==> config.mk <==
export PLATFORM = sky130hd
export DESIGN_NAME = dma_req_arbiter
export DESIGN_NICKNAME = d
export VERILOG_FILES = /design/src/rtl/dma_arb_pkg.sv /design/src/rtl/arb_dup_detect.sv /design/src/rtl/arb_pick.sv /design/src/rtl/dma_req_arbiter.sv
export SDC_FILE = /design/constraint.sdc
export NUM_CORES = 2
export LEC_CHECK = 0
export ABC_AREA = 1
export BUFFER_PORTS_ARGS = -buffer_cell sky130_fd_sc_hd__buf_2
export CORE_UTILIZATION = 35
export CTS_CLUSTER_DIAMETER = 50
export CTS_CLUSTER_SIZE = 40
export DETAILED_ROUTE_END_ITERATION = 16
export GPL_ROUTABILITY_DRIVEN = 0
export PLACE_DENSITY = 0.54
export SLEW_MARGIN = 25
export SYNTH_ARGS = -nofsm -noshare
export SYNTH_HDL_FRONTEND = slang
export SYNTH_SLANG_ARGS = --single-unit
==> constraint.sdc <==
create_clock -name clk -period 21.7 [get_ports clk]
set_clock_uncertainty 0.15 [all_clocks]
set_input_delay 3.255 -clock clk [delete_from_list [all_inputs] [get_ports clk]]
set_output_delay 3.255 -clock clk [all_outputs]
set_load 0.05 [all_outputs]
==> src/rtl/dma_arb_pkg.sv <==
package dma_arb_pkg;
  localparam int MODE_W          = 4;
  localparam int MODE_GRP_RR_BIT = 3;
  localparam int MODE_CH_RR_BIT  = 2;
endpackage

==> src/rtl/arb_dup_detect.sv <==
// Flags any two equal keys among N entries when enabled.
module arb_dup_detect #(
  parameter int N = 16,
  parameter int W = 4
) (
  input  logic           en,
  input  logic [N*W-1:0] keys,
  output logic           dup
);
  always_comb begin
    dup = 1'b0;
    for (int i = 0; i < N; i++) begin
      for (int j = i + 1; j < N; j++) begin
        if (keys[i*W +: W] == keys[j*W +: W]) dup = 1'b1;
      end
    end
    dup = dup & en;
  end
endmodule

==> src/rtl/arb_pick.sv <==
// One arbitration level: fixed largest-rank or round robin after a pointer.
module arb_pick #(
  parameter int N  = 16,
  parameter int RW = 4,
  localparam int IW = $clog2(N)
) (
  input  logic [N-1:0]    cand,
  input  logic [N*RW-1:0] rank,
  input  logic            rr_en,
  input  logic [IW-1:0]   last,
  output logic            found,
  output logic [IW-1:0]   sel
);
  logic [RW-1:0] best;
  logic [IW-1:0] idx;

  always_comb begin
    found = 1'b0;
    sel   = '0;
    best  = '0;
    idx   = '0;
    if (rr_en) begin
      for (int k = 1; k <= N; k++) begin
        idx = last + IW'(k);
        if (!found && cand[idx]) begin
          found = 1'b1;
          sel   = idx;
        end
      end
    end else begin
      for (int i = 0; i < N; i++) begin
        if (cand[i] && (!found || rank[i*RW +: RW] > best)) begin
          found = 1'b1;
          sel   = IW'(i);
          best  = rank[i*RW +: RW];
        end
      end
    end
  end
endmodule

==> src/rtl/dma_req_arbiter.sv <==
module dma_req_arbiter
  import dma_arb_pkg::*;
#(
  parameter int NUM_CH   = 64,
  parameter int GRP_SIZE = 16,
  parameter int PRI_W    = 8
) (
  input  logic                      clk,
  input  logic                      rst_n,
  input  logic [NUM_CH-1:0]         req_en,
  input  logic [NUM_CH-1:0]         req_pend,
  input  logic [NUM_CH*PRI_W-1:0]   chan_pri,
  input  logic [MODE_W-1:0]         mode_ctrl,
  input  logic                      eng_ready,
  input  logic                      err_clear,
  output logic                      grant_valid,
  output logic [$clog2(NUM_CH)-1:0] grant_ch,
  output logic                      grp_pri_err,
  output logic                      ch_pri_err
);
  localparam int NUM_GRP = NUM_CH / GRP_SIZE;
  localparam int GW      = $clog2(NUM_GRP);
  localparam int LW      = $clog2(GRP_SIZE);
  localparam int CW      = GW + LW;

  logic                              grp_rr, ch_rr;
  logic [NUM_CH-1:0]                 elig;
  logic [NUM_GRP-1:0][GRP_SIZE-1:0]  elig_g;
  logic [NUM_GRP-1:0]                grp_any;
  logic [NUM_GRP*GW-1:0]             grp_rank;
  logic [NUM_GRP-1:0][GRP_SIZE*LW-1:0] ch_rank;
  logic [NUM_GRP-1:0]                ch_dup_g;
  logic                              ch_det, grp_det, blocked;

  logic                              grp_found, ch_found;
  logic [GW-1:0]                     grp_sel;
  logic [LW-1:0]                     ch_sel;
  logic [GRP_SIZE-1:0]               sel_elig;
  logic [GRP_SIZE*LW-1:0]            sel_rank;
  logic [LW-1:0]                     sel_last;

  logic                              gv_q, gv_n;
  logic [CW-1:0]                     gch_q, gch_n;
  logic [GW-1:0]                     lg_q, lg_n;
  logic [NUM_GRP-1:0][LW-1:0]        lc_q, lc_n;
  logic                              cerr_q, cerr_n, gerr_q, gerr_n;
  logic                              gnt_en;

  assign grp_rr = mode_ctrl[MODE_GRP_RR_BIT];
  assign ch_rr  = mode_ctrl[MODE_CH_RR_BIT];
  assign elig   = req_en & req_pend;

  for (genvar g = 0; g < NUM_GRP; g++) begin : g_grp
    assign elig_g[g]  = elig[g*GRP_SIZE +: GRP_SIZE];
    assign grp_any[g] = |elig_g[g];
    assign grp_rank[g*GW +: GW] = chan_pri[g*GRP_SIZE*PRI_W + LW +: GW];
    for (genvar c = 0; c < GRP_SIZE; c++) begin : g_ch
      assign ch_rank[g][c*LW +: LW] = chan_pri[(g*GRP_SIZE + c)*PRI_W +: LW];
    end
    arb_dup_detect #(.N(GRP_SIZE), .W(LW)) u_ch_dup (
      .en  (~ch_rr),
      .keys(ch_rank[g]),
      .dup (ch_dup_g[g])
    );
  end

  arb_dup_detect #(.N(NUM_GRP), .W(GW)) u_grp_dup (
    .en  (~grp_rr),
    .keys(grp_rank),
    .dup (grp_det)
  );

  assign ch_det  = |ch_dup_g;
  assign blocked = cerr_q | gerr_q | ch_det | grp_det;

  arb_pick #(.N(NUM_GRP), .RW(GW)) u_grp_pick (
    .cand (grp_any),
    .rank (grp_rank),
    .rr_en(grp_rr),
    .last (lg_q),
    .found(grp_found),
    .sel  (grp_sel)
  );

  assign sel_elig = elig_g[grp_sel];
  assign sel_rank = ch_rank[grp_sel];
  assign sel_last = lc_q[grp_sel];

  arb_pick #(.N(GRP_SIZE), .RW(LW)) u_ch_pick (
    .cand (sel_elig),
    .rank (sel_rank),
    .rr_en(ch_rr),
    .last (sel_last),
    .found(ch_found),
    .sel  (ch_sel)
  );

  // next state
  assign gnt_en = eng_ready;

  always_comb begin
    gv_n   = 1'b0;
    gch_n  = gch_q;
    lg_n   = lg_q;
    lc_n   = lc_q;
    cerr_n = (cerr_q & ~err_clear) | ch_det;
    gerr_n = (gerr_q & ~err_clear) | grp_det;
    if (!blocked && grp_found && ch_found) begin
      gv_n          = 1'b1;
      gch_n         = {grp_sel, ch_sel};
      lg_n          = grp_sel;
      lc_n[grp_sel] = ch_sel;
    end
  end

  // registers
  always_ff @(posedge clk or negedge rst_n) begin
    if (!rst_n) begin
      gv_q  <= 1'b0;
      gch_q <= '0;
      lg_q  <= GW'(NUM_GRP - 1);
      lc_q  <= {NUM_GRP{LW'(GRP_SIZE - 1)}};
    end else if (gnt_en) begin
      gv_q  <= gv_n;
      gch_q <= gch_n;
      lg_q  <= lg_n;
      lc_q  <= lc_n;
    end
  end

  always_ff @(posedge clk or negedge rst_n) begin
    if (!rst_n) begin
      cerr_q <= 1'b0;
      gerr_q <= 1'b0;
    end else begin
      cerr_q <= cerr_n;
      gerr_q <= gerr_n;
    end
  end

  assign grant_valid = gv_q;
  assign grant_ch    = gch_q;
  assign grp_pri_err = gerr_q;
  assign ch_pri_err  = cerr_q;

  // assertions
  assert_pick_qualifies_R2: assert property (@(posedge clk) disable iff (!rst_n)
    grp_found |-> (grp_any[grp_sel] && ch_found && sel_elig[ch_sel]));

  assert_grant_on_ready_R3: assert property (@(posedge clk) disable iff (!rst_n)
    (eng_ready && !blocked && (|elig)) |=> grant_valid);

  assert_hold_R3: assert property (@(posedge clk) disable iff (!rst_n)
    !eng_ready |=> ($stable(grant_valid) && $stable(grant_ch)));

  assert_no_qual_R2: assert property (@(posedge clk) disable iff (!rst_n)
    (eng_ready && !(|elig)) |=> !grant_valid);

  assert_ch_detect_R8: assert property (@(posedge clk) disable iff (!rst_n)
    ch_det |=> ch_pri_err);

  assert_ch_sticky_R8: assert property (@(posedge clk) disable iff (!rst_n)
    (ch_pri_err && !err_clear) |=> ch_pri_err);

  assert_grp_detect_R9: assert property (@(posedge clk) disable iff (!rst_n)
    grp_det |=> grp_pri_err);

  assert_grp_sticky_R9: assert property (@(posedge clk) disable iff (!rst_n)
    (grp_pri_err && !err_clear) |=> grp_pri_err);

  assert_blocked_R10: assert property (@(posedge clk) disable iff (!rst_n)
    (eng_ready && blocked) |=> !grant_valid);
endmodule

== Word-level counts from Yosys, hierarchy flattened ==
Cells that the tools add are included.
Storage, ports and cells
  register bits after elaboration: 27
  input port bits: 648
  output and inout port bits: 9
  logic and storage cells: 1359
Operators by class
  add/subtract/negate cells: 18
  magnitude comparators: 40
  equality and inequality tests: 486
  muxes and demuxes: 690
  bitwise gates (word level): 16
  reductions and logical operators: 100
Operators with widths (number)
  == test 4 bit: 480
  two-way mux 1 bit: 587
  two-way mux 4 bit: 57
  binary-select mux 64 bit (select 2 bit): 1
  less-than comparator 4 x 5 -> 1 bit, second input constant: 16
  bitwise AND 64 bit: 1
  binary-select mux 1 bit (select 4 bit): 16
  two-way mux 64 bit: 1
  OR reduction 16 bit: 4
  greater-than comparator 4 bit: 15
  logical AND 1 bit: 39
  zero test 1 bit: 37
  adder 4 bit, second input constant: 8
  binary-select mux 16 bit (select 2 bit): 1
  two-way mux 2 bit: 15
  logical OR 1 bit: 18
  adder 4 x 3 -> 4 bit, second input constant: 4
  bitwise mux 16 bit: 1
  two-way mux 16 bit: 1
  less-than comparator 2 x 3 -> 1 bit, second input constant: 5
  == test 2 bit: 6
  two-way mux 3 bit: 4
  adder 4 x 2 -> 4 bit, second input constant: 2
  binary-select mux 1 bit (select 2 bit): 4
  12 further kinds: 27

== Longest topological paths before layout ==
  depth in word-level cells: 129
  depth in mapped cells: 198
  depth with buffers taken out: 196

== Cells and area by module ==
A second synthesis with hierarchy kept.
Unflattened totals
  cells, all modules: 8137
  area, all modules: 42036.6 µm²
By module, submodules not included
  arb_dup_detect at g_grp[0].u_ch_dup ...: times used 4, cells an instance 1642, area each 8376.8 µm², sequential area each 0.0 µm²
  arb_pick at u_ch_pick: times used 1, cells an instance 805, area each 4279.1 µm², sequential area each 0.0 µm²
  dma_req_arbiter: times used 1, cells an instance 605, area each 3500.9 µm², sequential area each 698.2 µm²
  arb_pick at u_grp_pick: times used 1, cells an instance 112, area each 546.8 µm², sequential area each 0.0 µm²
  arb_dup_detect at u_grp_dup: times used 1, cells an instance 47, area each 202.7 µm², sequential area each 0.0 µm²

== Worst setup path before layout ==
OpenSTA, ideal clock, no wires.
  path kind: in2reg
  start: input req_en[12]
  end: register gch_q[1] (netlist: grant_ch[1])
  setup time: 0.118 ns
  arrival: 23.552 ns
  data required time: 21.432 ns
  path slack: -2.119 ns
  cell stages on the path: 183
  buffers on the path: 2
  cells stage by stage: nand2_1 nand2_1 nor2_1 nand2_1 nor2_4 inv_1 nand2_1 ha_1 inv_1 nor2_1 a2bb2oi_1 o22ai_1 o21ai_0 ha_1 inv_1 nor2_1 o21ai_0 a21oi_2 (+147 left out) o21ai_0 o21ai_0 nand2_1 inv_1 nand2_1 nand2_1 ha_1 inv_1 nor2_1 o21ai_0 a32o_1 nand2_1 nand2_1 nand2_1 o21ai_0 nand2_2 nand2_1 nand2_1
On the way
  longest elaborated chain between the ends: 100
  elaborated cells between the ends (all ways): 327
  classes of those cells: add/sub: 15; order compare: 18; mux: 199; bitwise: 1; reduce/logical: 94
RTL lines
  start: declaration: RTL line dma_req_arbiter.sv:10  | input logic [NUM_CH-1:0] req_en,
  bitwise AND 64 bit (*): RTL line dma_req_arbiter.sv:51  | assign elig = req_en & req_pend;
  OR reduction 16 bit: RTL line dma_req_arbiter.sv:55  | assign grp_any[g] = |elig_g[g];
  two-way mux 2 bit or two-way mux 1 bit (tied branches): RTL line arb_pick.sv:32  | if (cand[i] && (!found || rank[i*RW +: RW] > best)) begin
  two-way mux 2 bit or two-way mux 1 bit (tied branches): RTL line arb_pick.sv:22  | if (rr_en) begin
  greater-than comparator 2 bit or zero test 1 bit (tied branches): RTL line arb_pick.sv:32
  logical OR 1 bit: RTL line arb_pick.sv:32
  logical AND 1 bit: RTL line arb_pick.sv:32
  two-way mux 2 bit or two-way mux 1 bit (tied branches): RTL line arb_pick.sv:32
  (+84 left out)
  two-way mux 4 bit or two-way mux 1 bit (tied branches): RTL line arb_pick.sv:22
  greater-than comparator 4 bit or zero test 1 bit (tied branches): RTL line arb_pick.sv:32
  logical OR 1 bit: RTL line arb_pick.sv:32
  logical AND 1 bit: RTL line arb_pick.sv:32
  two-way mux 1 bit: RTL line arb_pick.sv:32
  two-way mux 1 bit: RTL line arb_pick.sv:22
  logical AND 1 bit: RTL line dma_req_arbiter.sv:108  | if (!blocked && grp_found && ch_found) begin
  AND reduction 2 bit (no source line)
  end signal: assignment: RTL line dma_req_arbiter.sv:125  | gch_q <= gch_n;
  end: declaration: RTL line dma_req_arbiter.sv:43  | logic [CW-1:0] gch_q, gch_n;
Every way passes the cells marked *; elsewhere a longest branch is shown, timed or not. The select of a mux whose other input is x is not followed.
A chain may end at the register's enable or synchronous reset.

== Final worst setup path ==
  start: input req_pend[2]
  end: register gch_q[2] (netlist: grant_ch[2])
On the way
  longest elaborated chain between the ends: 100
  elaborated cells between the ends (all ways): 325
  classes of those cells: add/sub: 15; order compare: 18; mux: 197; bitwise: 1; reduce/logical: 94
RTL lines
  start: declaration: RTL line dma_req_arbiter.sv:11  | input logic [NUM_CH-1:0] req_pend,
  bitwise AND 64 bit (*): RTL line dma_req_arbiter.sv:51
  OR reduction 16 bit: RTL line dma_req_arbiter.sv:55
  two-way mux 2 bit or two-way mux 1 bit (tied branches): RTL line arb_pick.sv:32
  two-way mux 2 bit or two-way mux 1 bit (tied branches): RTL line arb_pick.sv:22
  greater-than comparator 2 bit or zero test 1 bit (tied branches): RTL line arb_pick.sv:32
  logical OR 1 bit: RTL line arb_pick.sv:32
  logical AND 1 bit: RTL line arb_pick.sv:32
  two-way mux 2 bit or two-way mux 1 bit (tied branches): RTL line arb_pick.sv:32
  (+84 left out)
  two-way mux 4 bit or two-way mux 1 bit (tied branches): RTL line arb_pick.sv:22
  greater-than comparator 4 bit or zero test 1 bit (tied branches): RTL line arb_pick.sv:32
  logical OR 1 bit: RTL line arb_pick.sv:32
  logical AND 1 bit: RTL line arb_pick.sv:32
  two-way mux 1 bit: RTL line arb_pick.sv:32
  two-way mux 1 bit: RTL line arb_pick.sv:22
  logical AND 1 bit: RTL line dma_req_arbiter.sv:108
  AND reduction 2 bit (no source line)
Marks and branches as above.

==> parameters.txt <==
Parameter                              Value

Run status
  Run status    finished, violations left
  Violations in the final reports    setup timing

Floorplanning
  Die footprint    92860 um2
  Boundary pin count    657
  Effective utilization at floorplan    0.3547
  Row count    110
  Vertical die dimension    304.7 um
  Standard cell core area    90420 um2
  Overall die width    304.7 um

Yosys
  Cell with the most instances after synthesis    sky130_fd_sc_hd__xnor2_1
  Average size of a mapped cell    6.670 um2
  Net count after synthesis    5530
  Leading area contributor after synthesis    sky130_fd_sc_hd__xnor2_1
  Total number of yosys warnings    0
  Share of async-settable or async-resettable flops after synthesis    1.000
  Number of flops mapped to enable cells by yosys    0
  Post-synth cell types    62
  Share of the synthesized area in the top cell type    0.2952
  Synth top cells by count    sky130_fd_sc_hd__xnor2_1 (1081), sky130_fd_sc_hd__xor2_1 (823), sky130_fd_sc_hd__nand2_1 (658)
  Seq cells post-synth    27
  Post-Synthesis Cell Area    32070 um2
  Number of cells produced by synthesis    4809
  Post-synth top flop    sky130_fd_sc_hd__dfstp_2
  Ranking of synthesized cells by area    sky130_fd_sc_hd__xnor2_1 (30%), sky130_fd_sc_hd__xor2_1 (22%), sky130_fd_sc_hd__nand2_1 (7.7%), sky130_fd_sc_hd__nand4_1 (6.0%), sky130_fd_sc_hd__clkbuf_1 (5.0%)
  Proportion of synthesized chip area in sequential cells    0.02177

Clocking
  Deepest level of the CTS H-tree    1
  Number of sinks driven by the clock tree    27
  Clk pin slew, worst setup/hold paths    0.07 ns
  CTS tree    built
  Post-CTS Hold Fix Bufs    0
  Maximum clock insertion buffer count    2
  Number of buffers created by CTS    3
  Worst-skew pair later-pin latency    0.27 ns
  CTS root buf    sky130_fd_sc_hd__clkbuf_16

Worst setup path
  Worst EP arrival    24.35 ns
  Type of destination of the critical path    flop
  Data required, critical path    21.71 ns
  Dominant cell type by count on the critical path    sky130_fd_sc_hd__buf_4
  Internal reg-to-reg setup slack    2.24 ns
  Category of the critical setup timing path    input port to flop
  Worst setup SP type    input port
  Slowest stage cell, crit path    sky130_fd_sc_hd__ha_1
  CP max FO    8
  Max stage delay on crit path    0.32 ns

Global routing
  Number of antenna violations at the first check in global routing    14
  Largest net degree at the start of global routing    55
  Number of global-route vias before repair    35020
  Sum of overflow across all layers after global routing    0
  Overall Global Routing Usage    0.3470
  Global-route wire length before repair    242400 um

Detailed routing
  Count of nets left with antenna violations after detail routing    0
  Via count    37630
  Post-detailed-route DRC marker count    0
  Detailed-routing iteration count for the pre-antenna-repair pass    6
  Via/cell ratio    5.927
  Iter 0 DRT Violations    5066
  Total detailed-routing wirelength    170600 um
  Wire length per cell    26.87 um

STA
  Measured slew at the worst slew-check pin    1.293 ns
  Max-slew violation count    0
  Worst slew slack as a fraction of its limit    0.1289
  Setup TNS Final    -51.49 ns
  Min setup slack post-route    -2.639 ns
  Number of endpoints with negative hold slack in the final report    0
  Unrepaired setup endpoints after global routing    true
  Period utilization    1.122
  Worst hold slack    0.3213 ns
  Fmax    41.09 MHz
  Final critical delay including setup and external delays    24.34 ns
  Setup violators final    20

Pwr
  Sw Ratio    0.5340
  Power share of the clock group    0.006
  Combinational share of power    0.983
  Sequential Power Share    0.011
  Switching component of the power    4.275 mW
  P_leak    16.39 nW
  Int Power    3.730 mW
  Power per Cell Area    204.4 nW/um2
  Worst supply voltage drop on vdd    0.2662 mV

Place
  HPWL Detailed    115600 um
  Buffers on Ports    406

Cells and area
  Layout overhead on the synthesized area    22.11%
  Filler cell count in the final layout    9312
  # nets final    5883
  Fraction of layout instances using a drive strength above 1    0.2532

Job
  Maximum Capacitance Violations    0

Hold path
  Hold crit path type    flop to flop
area by class of cell:
cell class                      count  area, um2  share of cell area
Multi-Input combinational cell   4014      30020              0.7665
Timing Repair Buffer              910       6055              0.1546
Tap cell                         1176       1471             0.03757
Inverter                          206      808.3             0.02064
Sequential cell                    27      698.2             0.01783
Clock buffer                        3      75.07            0.001917
Antenna cell                       12      30.03           0.0007667
Clock inverter                      1      6.256           0.0001597
placed cells by master (no fill, tap or decap), drive strengths merged, types with 7 or more instances in the layout:
master,n
xnor2,1082
buf,910
xor2,826
nand2,677
nand4,312
nor2,209
inv,205
nand3,203
nor4,136
o21ai,114
o41ai,103
ha,73
a21oi,53
o221ai,52
nor3,34
or2,23
a22oi,22
and2,19
dfstp,18
nand3b,14
o21bai,13
diode,12
dfrtp,9
o211ai,7
or4,7
critical path, delay by kind of cell:
kind / cells / cell delay, ns
buffers and inverters: 55 / 6.27
AO/OA/AOI/OAI: 31 / 3.50
adder cells (fa/ha/maj): 13 / 3.20
AND/OR/NAND/NOR: 75 / 8.02
kinds of logic (layout without fill, tap and decap cells):
group,after synthesis,count (layout),synth area share
AND/OR/NAND/NOR,1638,1640,0.2492
flip-flops,27,27,0.02177
XOR/XNOR,1908,1908,0.5219
buffers and inverters,770,1120,0.09241
adder cells (fa/ha/maj),73,73,0.02848
AO/OA/AOI/OAI,393,393,0.08621
other,0,12,0
per-stage QoR:
stage | setup WS (ns) | instances | area [um2] | util | total power [mW]
2_1_floorplan | -0.6448 | 4809 | 32330 | - | 3.626
4_1_cts | -2.062 | 6306 | 38170 | 0.4221 | 6.947
6_report | -2.639 | 6349 | 39170 | 0.4331 | 8.004
3_3_place_gp | -3.373 | 6189 | 36370 | 0.4022 | 5.631
5_1_grt | -3.691 | 6340 | 39140 | 0.4329 | 8.616
3_5_place_dp | -3.449 | 6189 | 36400 | 0.4026 | 5.673
registers in the layout (all words and copies together), names as in the netlist:
signal       count
grp_pri_err      1
lc_q            16
grant_valid      1
lg_q             2
grant_ch         6
ch_pri_err       1
routing by layer:
layer  vias up  GRT usage  wire [um]
li1      16460          -          -
met1     17850     0.4300      64610
met2      2656     0.5241      71470
met3       651    0.09068      20540
met4        10     0.2367      13940
met5         -          0         61
power groups by stage:
stage | Combinational [mW] | Sequential, mW | Clock, mW
3_5_place_dp | 5.58 | 0.0896 | 0
5_1_grt | 8.48 | 0.0919 | 0.0470
6_report | 7.87 | 0.0896 | 0.0448
2_1_floorplan | 3.52 | 0.104 | 0
3_3_place_gp | 5.54 | 0.0898 | 0
4_1_cts | 6.81 | 0.0893 | 0.0454
worst paths after layout:
path,from,to,cells after the start
max in group asynchronous,rst_n,grant_ch[0],1
min reg2reg,lc_q[7],lc_q[7],2
min in group asynchronous,rst_n,grp_pri_err,1
min,lc_q[7],lc_q[7],2
max,req_pend[2],grant_ch[2],174
max reg2reg,lg_q[0],grant_ch[2],155
what timing repair did:
item	CTS	global route
resized for setup	179	170
endpoints found under the hold margin	0	0
endpoints found under the setup margin	20	20
pin swaps	154	121
buffers inserted	111	31
gates cloned	2	0
(Power assumes the default switching activity.)
